### src/rtl/pix_out_fmt.sv
module pix_out_fmt #(
  parameter int COMP_W = 8
) (
  input  logic                  clk,
  input  logic                  rst_n,
  input  logic                  dual_mode,
  input  logic                  in_vld,
  input  logic [3*COMP_W-1:0]   in_pix,
  input  logic                  in_de,
  input  logic                  in_hs,
  input  logic                  in_vs,
  input  logic [1:0]            in_ctl,
  input  logic                  det_in,
  input  logic                  pd_n,
  input  logic                  odpd_n,
  output logic                  clk_en,
  output logic [3*COMP_W-1:0]   even_q,
  output logic [3*COMP_W-1:0]   odd_q,
  output logic                  de_q,
  output logic                  hs_q,
  output logic                  vs_q,
  output logic [1:0]            ctl_q,
  output logic                  det_q,
  output logic                  oe_main,
  output logic                  oe_keep
);
  localparam int PIX_W = 3 * COMP_W;

  logic [PIX_W-1:0] h_pix;
  logic             h_de, h_hs, h_vs;
  logic [1:0]       h_ctl;
  logic             phase;
  logic             brk;

  assign brk     = phase && (in_de != h_de);
  assign oe_keep = pd_n;
  assign oe_main = pd_n && odpd_n;

  always_ff @(posedge clk or negedge rst_n) begin
    if (!rst_n) begin
      clk_en <= 1'b0;
      even_q <= '0;
      odd_q  <= '0;
      de_q   <= 1'b0;
      hs_q   <= 1'b0;
      vs_q   <= 1'b0;
      ctl_q  <= '0;
      det_q  <= 1'b0;
      h_pix  <= '0;
      h_de   <= 1'b0;
      h_hs   <= 1'b0;
      h_vs   <= 1'b0;
      h_ctl  <= '0;
      phase  <= 1'b0;
    end else begin
      det_q  <= det_in;
      clk_en <= 1'b0;
      if (!dual_mode) begin
        phase <= 1'b0;
        odd_q <= '0;
        if (in_vld) begin
          even_q <= in_pix;
          de_q   <= in_de;
          hs_q   <= in_hs;
          vs_q   <= in_vs;
          ctl_q  <= in_ctl;
          clk_en <= 1'b1;
        end
      end else if (in_vld) begin
        if (!phase || brk) begin
          h_pix <= in_pix;
          h_de  <= in_de;
          h_hs  <= in_hs;
          h_vs  <= in_vs;
          h_ctl <= in_ctl;
          phase <= 1'b1;
        end else begin
          phase <= 1'b0;
        end
        if (phase) begin
          even_q <= h_pix;
          odd_q  <= brk ? '0 : in_pix;
          de_q   <= h_de;
          hs_q   <= h_hs;
          vs_q   <= h_vs;
          ctl_q  <= h_ctl;
          clk_en <= 1'b1;
        end
      end
    end
  end


  single_strobe_chk: assert property (@(posedge clk) disable iff (!rst_n)
    (!dual_mode && in_vld) |=> (clk_en && even_q == $past(in_pix)));


  odd_low_chk: assert property (@(posedge clk) disable iff (!rst_n)
    $past(!dual_mode) |-> (odd_q == '0));


  pair_wait_chk: assert property (@(posedge clk) disable iff (!rst_n)
    (dual_mode && in_vld && !phase) |=> !clk_en);


  flush_chk: assert property (@(posedge clk) disable iff (!rst_n)
    (dual_mode && in_vld && brk) |=> (clk_en && odd_q == '0 && phase));


  hold_out_chk: assert property (@(posedge clk) disable iff (!rst_n)
    !clk_en |-> ($stable(even_q) && $stable(de_q) && $stable(hs_q) && $stable(ctl_q)));


  det_follow_chk: assert property (@(posedge clk) disable iff (!rst_n)
    1'b1 |=> (det_q == $past(det_in)));
endmodule

### config.mk
export PLATFORM = sky130hd
export DESIGN_NAME = pix_out_fmt
export DESIGN_NICKNAME = d
export VERILOG_FILES = /design/src/rtl/pix_out_fmt.sv
export SDC_FILE = /design/constraint.sdc
export NUM_CORES = 1
export LEC_CHECK = 0
export CORE_ASPECT_RATIO = 0.6
export CORE_UTILIZATION = 43
export DETAILED_ROUTE_END_ITERATION = 10
export PLACE_DENSITY_LB_ADDON = 0.2
export SLEW_MARGIN = 25
export SYNTH_ARGS = -nofsm -noshare
export SYNTH_HDL_FRONTEND = slang
export SYNTH_SLANG_ARGS = --single-unit
export TNS_END_PERCENT = 100
### constraint.sdc
create_clock -name clk -period 1.6 [get_ports clk]
set_clock_uncertainty 0.2 [all_clocks]
set_input_delay 0.16 -clock clk [delete_from_list [all_inputs] [get_ports clk]]
set_output_delay 0.16 -clock clk [all_outputs]
set_load 0.02 [all_outputs]
==> flow_summary_export.csv, run 1 <==
group,metric,value,unit
timing,setup_violations,41,
setup_path,worstRegToRegCells,5,
global_route,antenna_found_initial,0,
cells_and_area,n_antenna_cell,0,
place,io_buffers,92,
cts,clk_latency,0.33,ns
yosys,synthCells,222,
place,dp_hpwl,4910,µm
timing,max_freq,615,MHz
min_path,hold_path.class,"primary input to flip-flop",
cells_and_area,regArea,2130,µm²
setup_path,cp.required,1.67,ns
min_path,min_delay_path_depth,1,
routing,drt-total-wl,7470,µm
place,pre_cts_slack,-0.352,ns
cts,numCtsBuffers,9,
yosys,synthAdderAreaFrac,0,%
routing,drt-initial-drc-count,72,
outcome,status,"finished, violations left",
flow_run,drv_cap,0,
place,placed_area,4770,µm²
timing,tns,-0.444,ns
cells_and_area,num-nets-final,370,
place,dp.cells,429,
global_route,grt_pass1_wl,12400,µm
yosys,synth_xor_area_share,0.466,%
die,dieHeight,71.8,µm
yosys,synth_cell_type_count,17,
timing,hold_viol_final,0,
outcome,violations,"negative setup slack",
yosys,synth_top_family_by_area,"multiplexers",
cts,cts_tree,"yes",
yosys,syn_area_per_cell,15.7,µm²
routing,routedWlPerCell,16.7,µm
yosys,ys_seq_area_share,60.9,%
die,coreArea,7880,µm²
die,core.rowCount,25,
power_and_ir_drop,p_per_area,1210,nW/µm²
die,pin_count,93,
routing,ant_nets,0,
power_and_ir_drop,irDropWorstVdd,0.726,mV
global_route,grt_max_degree,86,
place,gp_congestion,0.717,
cells_and_area,final_cell_area,5050,µm²
power_and_ir_drop,p_leak,2.42,nW
yosys,synth_simple_gate_area_share,0.537,%
yosys,syn_area,3490,µm²
routing,vias,2234,
yosys,ys_ff_latch,85,
timing,min_period_over_period,102,%
routing,drc,0,
yosys,synth_compound_area_share,7.09,%
die,fp.dieW,118,µm
cts,clock_sinks,85,
cts,cts_buffer_depth,2,
yosys,synth_warnings,0,
global_route,grt_usage,19.5,%
cells_and_area,syn_to_final_growth,44.6,%
cells_and_area,final_cell_mix,"dfrtp_1, mux2_2, dlygate4sd2_1",
cts,postCtsSetupRepairBufs,0,
cells_and_area,instances_no_fill,446,
timing,worstMarginPinSlew,0.443,ns
die,die-area,8500,µm²
timing,fin_ws,-0.0252,ns
setup_path,critPathMaxFanout,13,
cts,h-tree-depth,3,
timing,holdWs,0.0705,ns
setup_path,critical_path_class,"flip-flop to flip-flop",
setup_path,crit_arrival,1.69,ns
cts,root_buffer,"clkbuf_16",
timing,slew_viol_final,0,
yosys,syn_nets,258,
cells_and_area,final_common_cell,"dfrtp_1",
cells_and_area,multiInputGateArea,1390,µm²
timing,rsz0062_at_grt,"yes",
yosys,muxShareOfSynthArea,28.0,%
die,start_util,44.3,%
timing,post-route-min-period,1.63,ns
cells_and_area,fill_cells,644,
timing,relSlewSlack,70.4,%
cells_and_area,drive_above_1_share,38.5,%
setup_path,cp-start-kind,"flip-flop",
cts,clk_pin_slew,0.06,ns
routing,vias_per_cell,5.01,
routing,drtPass1Iterations,3,
setup_path,cp-end-kind,"flip-flop",
global_route,first_global_vias,2324,
global_route,grt_overflow_total,0,
==> kinds of logic after synthesis <==
kind of cell / Yosys count
buf+inv: 17
simple gates: 3
compound gates: 29
mux: 87
xor+xnor: 1
flops: 85
==> metal layers <==
layer  vias to the layer above  track usage (%)  wire length, µm  share of wire [%]
met1                      1136             26.6             3680                 49
met4                         0             6.41               78                1.0
li1                       1037                -                -                  -
met5                         -                0                0                  0
met2                        54             29.2             3320                 44
met3                         7             6.85              390                5.2
==> per-stage QoR <==
| stage | power [mW] | utilization [%] |
|---|---|---|
| 3_5_place_dp | 4.32 | 60.5 |
| 3_3_place_gp | 4.29 | 60.5 |
| 4_1_cts | 6.19 | 63.7 |
| 5_1_grt | 6.43 | 64.1 |
| 2_1_floorplan | 3.55 | - |
| 6_report | 6.14 | 64.1 |
==> where the power goes <==
group          switching (mW)  total, mW  internal, mW  leakage (nW)
registers               0.188       2.69          2.51          1.05
clock network           0.783       1.97          1.19         0.138
logic                   0.662       1.47         0.806          1.23
==> layout make-up <==
| class | instances | share of cell area [%] |
|---|---|---|
| sequential | 85 | 42.1 |
| clock buffer | 10 | 4.53 |
| clock inverter | 5 | 1.04 |
| tap | 108 | 2.68 |
| inverter | 2 | 0.149 |
| multi-input combinational | 120 | 27.4 |
| timing repair buffer | 116 | 22.1 |
==> what timing repair did <==
item / CTS / global route
endpoints found under the setup margin: 107 / 81
hold buffers: 1 / 0
pin swaps: 1 / 0
hold endpoints to repair: 85 / 0
resized for setup: 64 / 9
cloned: 1 / 0
==> cell usage after synthesis <==
library cell  count  share of area (%)
nand2_1           1               0.11
inv_1             2               0.21
o21ai_0           1               0.14
buf_2            11                1.6
dfrtp_1          85                 61
and4_1            1               0.25
and2_1            1               0.18
a22o_1           24                6.0
buf_4             1               0.21
buf_8             2               0.86
a21oi_4           1               0.47
a21oi_1           1               0.14
o21ai_1           1               0.14
clkbuf_1          1               0.11
xnor2_2           1               0.47
a31oi_1           1               0.18
mux2_2           87                 28
==> critical path, cell delays in order, from the launching register on <==
cell and delay, ns:
dfrtp_1 0.41, xnor2_2 0.22, buf_4 0.16, and4_4 0.27, buf_8 0.16, a22o_1 0.14
==> final timing paths <==
check / from / to / slack [ns]
max: h_de / odd_q[22] / -0.03
min: det_in / det_q / 0.07
max reg2reg: h_de / odd_q[22] / -0.03
min reg2reg: odd_q[12] / odd_q[12] / 0.30
max in group asynchronous: rst_n / h_ctl[0] / 0.66
min in group asynchronous: rst_n / odd_q[8] / 0.20
==> state kept, by name, summed over array words and instances (netlist names), 2 cells and up <==
name    count
even_q     24
h_pix      24
h_ctl       2
odd_q      24
ctl_q       2
(Power assumes the default switching activity.)
==> inputs of run 2 (changes only) <==
ABC_CLOCK_PERIOD_IN_PS = 1600   (was not set)
CORE_UTILIZATION = 56   (was 43)
DONT_BUFFER_PORTS = 1   (was not set)
SLEW_MARGIN = not set   (was 25)
==> run 2 against run 1 <==
Against the previous run: the flow finishes with violations (negative hold slack, negative setup slack); first-iteration DRC count increased by 9.7%; non-clock buffer count decreased by 58; sequential share of layout area increased by 3.6 points; maximum frequency decreased by 9.4%; clock power decreased by 25%; flip-flop and latch count unchanged; cell area decreased by 7.9%; register-to-register slack got worse by 0.17 ns; utilization increased by 16 points; global-route usage increased by 5.9 points; die area decreased by 23%; count of clock-buffer cells in the layout decreased by 1; critical endpoint is now h_pix[14].
==> flow_summary_export.csv, run 2 (synthesized netlist as in run 1, its figures left out) <==
group,metric,value,unit
timing,min_period_over_period,112,%
die,core.rowCount,21,
cts,numCtsBuffers,9,
routing,routedWlPerCell,23.7,µm
die,die-area,6570,µm²
place,pre_cts_slack,-0.328,ns
cells_and_area,post-route-util,80.5,%
timing,hold_viol_final,87,
timing,setup_violations,81,
timing,tns,-7.93,ns
timing,holdWs,-0.707,ns
power_and_ir_drop,p_comb_share,19.5,%
cells_and_area,final_cell_mix,"dfrtp_1, mux2_4, dlygate4sd3_1",
global_route,grt_overflow_total,0,
setup_path,critical_path_class,"flip-flop to flip-flop",
cells_and_area,n_antenna_cell,0,
place,gp_congestion,0.766,
power_and_ir_drop,p_switching,1.62,mW
power_and_ir_drop,p_int,3.96,mW
routing,ant_nets,0,
place,placed_area,3670,µm²
cells_and_area,reg_top3,"even_q x24, h_pix x24, odd_q x24",
place,dp.cells,296,
die,start_util,60.4,%
setup_path,crit_arrival,1.84,ns
global_route,grt_max_degree,86,
routing,drt-total-wl,8590,µm
cells_and_area,final_common_cell,"dfrtp_1",
routing,drt-initial-drc-count,79,
cts,h-tree-depth,3,
power_and_ir_drop,p_per_area,1200,nW/µm²
die,fp.dieW,104,µm
timing,max_freq,558,MHz
cells_and_area,syn_to_final_growth,33.1,%
flow_run,drv_cap,0,
routing,vias,2178,
setup_path,crit_chain,"xnor2_2 -> a21oi_4 -> buf_4 -> clkbuf_16 -> mux2_4",
timing,rsz0062_at_grt,"yes",
cells_and_area,final_cell_area,4650,µm²
setup_path,cp-end-kind,"flip-flop",
place,io_buffers,0,
cts,clock_sinks,85,
cts,clk_latency,0.35,ns
global_route,first_global_vias,2303,
timing,fin_ws,-0.193,ns
outcome,violations,"negative hold slack, negative setup slack",
timing,slew_viol_final,0,
global_route,grt_usage,25.4,%
power_and_ir_drop,seqPwrFrac,54.0,%
power_and_ir_drop,clkPwrFrac,26.6,%
cts,cts_buffer_depth,2,
cts,root_buffer,"clkbuf_8",
cts,cts_tree,"yes",
setup_path,critPathMaxFanout,5,
power_and_ir_drop,p_sw_share,29.0,%
routing,drtPass1Iterations,4,
place,dp_hpwl,4610,µm
cells_and_area,drive_above_1_share,47.5,%
setup_path,critPathBufInv,2,
cts,clk_pin_slew,0.08,ns
die,pin_count,93,
min_path,hold_path.class,"primary input to asynchronous set/reset pin",
outcome,status,"finished, violations left",
timing,post-route-min-period,1.79,ns
setup_path,cpPeakStageDelay,0.42,ns
setup_path,cp.required,1.64,ns
timing,worstMarginPinSlew,0.481,ns
setup_path,cp-start-kind,"flip-flop",
timing,relSlewSlack,67.9,%
global_route,antenna_found_initial,0,
cells_and_area,instances_no_fill,362,
cells_and_area,num-nets-final,313,
setup_path,critPathTopFamily,"flip-flops",
global_route,grt_pass1_wl,12400,µm
power_and_ir_drop,irDropWorstVdd,0.778,mV
setup_path,critPathSlowestCell,"dfrtp_1",
routing,vias_per_cell,6.02,
power_and_ir_drop,p_leak,2.18,nW
die,dieHeight,63.2,µm
routing,drc,0,
die,coreArea,5780,µm²
## run 2: per-stage QoR
step	hold slack, ns	power (mW)
2_1_floorplan	-0.336	3.55
5_1_grt	-0.736	5.80
3_5_place_dp	-0.334	3.72
6_report	-0.707	5.58
4_1_cts	-0.717	5.33
3_3_place_gp	-0.334	3.65
## run 2: power groups by stage
stage / combinational [mW] / sequential, mW / clock, mW
after detailed placement: 0.682 / 3.04 / 0
after floorplan: 0.600 / 2.95 / 0
after CTS: 0.842 / 3.00 / 1.49
after global routing: 1.15 / 3.05 / 1.60
after global placement: 0.641 / 3.01 / 0
final: 1.09 / 3.01 / 1.48
## run 2: per-layer routing
metal  track usage, %  vias up  share of wire (%)
met5                0        -                  0
met4             9.82        0                1.1
met3             10.7        7                6.8
met2             41.1       82                 49
met1             30.4     1165                 43
li1                 -      924                  -
## run 2: layout make-up
type	instances	area, µm²
clock buffer	9	124
clock inverter	7	66.3
fill	304	1130
inverter	2	7.51
multi-input combinational	121	1520
sequential	85	2130
tap	80	100
timing repair buffer	58	708
## run 2: path summary, 6_finish.rpt
check,slack (ns),startpoint,cells after the start,to
setup / recovery,-0.19,h_de,5,h_pix[14]
hold / removal,-0.71,rst_n,0,even_q[20]
setup reg to reg,-0.19,h_de,5,h_pix[14]
hold reg to reg,0.31,h_pix[12],1,h_pix[12]
max in group asynchronous,1.80,rst_n,0,h_pix[3]
min in group clk,-0.24,in_de,1,h_de
## run 2: timing repair
| action | in CTS | in global routing |
|---|---|---|
| endpoints found under the setup margin | 64 | 81 |
| endpoints found under the hold margin | 170 | 105 |
| hold buffers | 32 | 2 |
| cloned | 1 | 5 |
| gates resized for setup | 11 | 56 |
| pin swaps | 14 | 1 |
| setup buffers | 5 | 7 |
==> inputs of run 3 (changes only) <==
CELL_PAD_IN_SITES_DETAIL_PLACEMENT = 0   (was not set)
CELL_PAD_IN_SITES_GLOBAL_PLACEMENT = 2   (was not set)
CORE_UTILIZATION = 39   (was 56)
SLEW_MARGIN = 20   (was not set)
==> run 3 against run 2 <==
Against the previous run: the run still ends with negative hold slack, negative setup slack left; critical path depth unchanged; cell area is 4.5% lower; via count down 7.1%; highest routed layer unchanged.
==> flow_summary_export.csv, run 3 (synthesized netlist as in run 1, its figures left out) <==
group,metric,value,unit
setup_path,crit_arrival,1.68,ns
cells_and_area,final_cell_area,4440,µm²
setup_path,cpPeakStageDelay,0.41,ns
cts,cts_tree,"yes",
cts,root_buffer,"clkbuf_16",
global_route,grt_max_degree,86,
timing,min_period_over_period,105,%
cts,hold_buffers,33,
timing,holdWs,-0.674,ns
global_route,grt_pass1_wl,11700,µm
timing,setup_violations,28,
routing,routedWlPerCell,20.0,µm
setup_path,cp-start-kind,"flip-flop",
routing,drtPass1Iterations,4,
cells_and_area,final_cell_mix,"dfrtp_1, mux2_2, dlygate4sd3_1",
cells_and_area,final_common_cell,"dfrtp_1",
place,dp_hpwl,4400,µm
die,coreArea,8590,µm²
routing,drc,0,
place,pre_cts_slack,-0.0611,ns
power_and_ir_drop,finalPower,5.61,mW
routing,vias_per_cell,5.35,
routing,ant_nets,0,
global_route,grt_usage,17.4,%
setup_path,critical_path_class,"flip-flop to flip-flop",
timing,max_freq,598,MHz
cts,clk_latency,0.33,ns
setup_path,critPathSlowestCell,"dfrtp_1",
global_route,antenna_found_initial,0,
cts,h-tree-depth,3,
die,core.rowCount,26,
cts,numCtsBuffers,9,
cts,clock_sinks,85,
setup_path,crit_chain,"xnor2_2 -> a21oi_4 -> buf_12 -> buf_12 -> mux2_4",
die,start_util,40.7,%
timing,worstMarginPinSlew,0.239,ns
timing,slew_viol_final,0,
cells_and_area,n_antenna_cell,0,
global_route,grt_overflow_total,0,
outcome,violations,"negative hold slack, negative setup slack",
power_and_ir_drop,p_leak,1.97,nW
min_path,hold_path.class,"primary input to asynchronous set/reset pin",
routing,vias,2023,
routing,drt-total-wl,7570,µm
flow_run,drv_cap,0,
die,die-area,9350,µm²
timing,fin_ws,-0.0736,ns
cells_and_area,syn_to_final_growth,27.2,%
place,placed_area,3750,µm²
place,gp_congestion,0.680,
timing,hold_viol_final,88,
timing,relSlewSlack,84.0,%
setup_path,critPathBufInv,2,
cells_and_area,post-route-util,51.7,%
cells_and_area,num-nets-final,301,
setup_path,reg2reg_slack,-0.07,ns
timing,post-route-min-period,1.67,ns
setup_path,cp.required,1.61,ns
cts,cts_buffer_depth,2,
setup_path,critPathTopFamily,"flip-flops",
die,pin_count,93,
cells_and_area,drive_above_1_share,44.7,%
outcome,status,"finished, violations left",
cells_and_area,reg_top3,"even_q x24, h_pix x24, odd_q x24",
place,io_buffers,0,
setup_path,cp-end-kind,"flip-flop",
setup_path,critPathMaxFanout,11,
setup_path,path_common_cell,"buf_12",
cts,clk_pin_slew,0.06,ns
power_and_ir_drop,p_per_area,1260,nW/µm²
global_route,first_global_vias,2159,
setup_path,worstSetupStartpoint,"h_de",
die,dieHeight,75.3,µm
power_and_ir_drop,irDropWorstVdd,0.537,mV
setup_path,reg2reg_from,"h_de",
die,fp.dieW,124,µm
timing,rsz0062_at_grt,"yes",
routing,drt-initial-drc-count,69,
## run 3: cell count changes in the layout (fill, tap and decap cells not counted), sizes merged
cell	change
dlygate4sd3	-1
buf	-7
bufinv	-1
clkinv	-3
clkbuf	-3
a21oi	-1
## run 3: timing repair
| item | in CTS | in global routing |
|---|---|---|
| cloned | 1 | 1 |
| gates resized for setup | 5 | 9 |
| pin swaps | 0 | 1 |
| endpoints found under the hold margin | 170 | 88 |
| buffers inserted | 2 | 1 |
| setup endpoints to repair | 22 | 57 |
## run 3: power breakdown
part	switching (mW)	leakage, nW	internal [mW]
Sequential	0.487	1.05	2.51
Combinational	0.268	0.805	0.583
Clock	0.757	0.119	1.01
## run 3: per-layer routing
| metal | wire length [µm] | vias to the layer above | part of all wire [%] | global-route usage [%] |
|---|---|---|---|---|
| met2 | 3490 | 53 | 46 | 26.4 |
| met3 | 475 | 11 | 6.3 | 6.21 |
| met4 | 104 | 0 | 1.4 | 6.08 |
| met5 | 0 | - | 0 | 0 |
| li1 | - | 891 | - | - |
| met1 | 3510 | 1068 | 46 | 23.2 |
## run 3: through the flow
step	setup TNS, ns	hold WS (ns)	instances
floorplan	-1.33	-0.336	222
CTS	-1.22	-0.687	377
finish	-1.28	-0.674	378
global placement	-0.133	-0.333	329
detailed placement	-0.474	-0.333	329
global route	-2.41	-0.696	378
## run 3: path summary, 6_finish.rpt
| path | endpoint | cells past startpoint |
|---|---|---|
| worst max-delay path | h_pix[10] | 5 |
| worst max register to register | h_pix[10] | 5 |
| max in group asynchronous | even_q[15] | 0 |
| worst min-delay path | odd_q[20] | 0 |
| worst min register to register | h_pix[2] | 1 |
| min in group clk | h_de | 1 |
## run 3: cell type report
class | instances | area (µm²)
fill | 726 | 4150
sequential | 85 | 2130
multi-input combinational | 120 | 1380
timing repair buffer | 47 | 542
clock buffer | 9 | 225
tap | 112 | 140
clock inverter | 3 | 17.5
inverter | 2 | 7.51
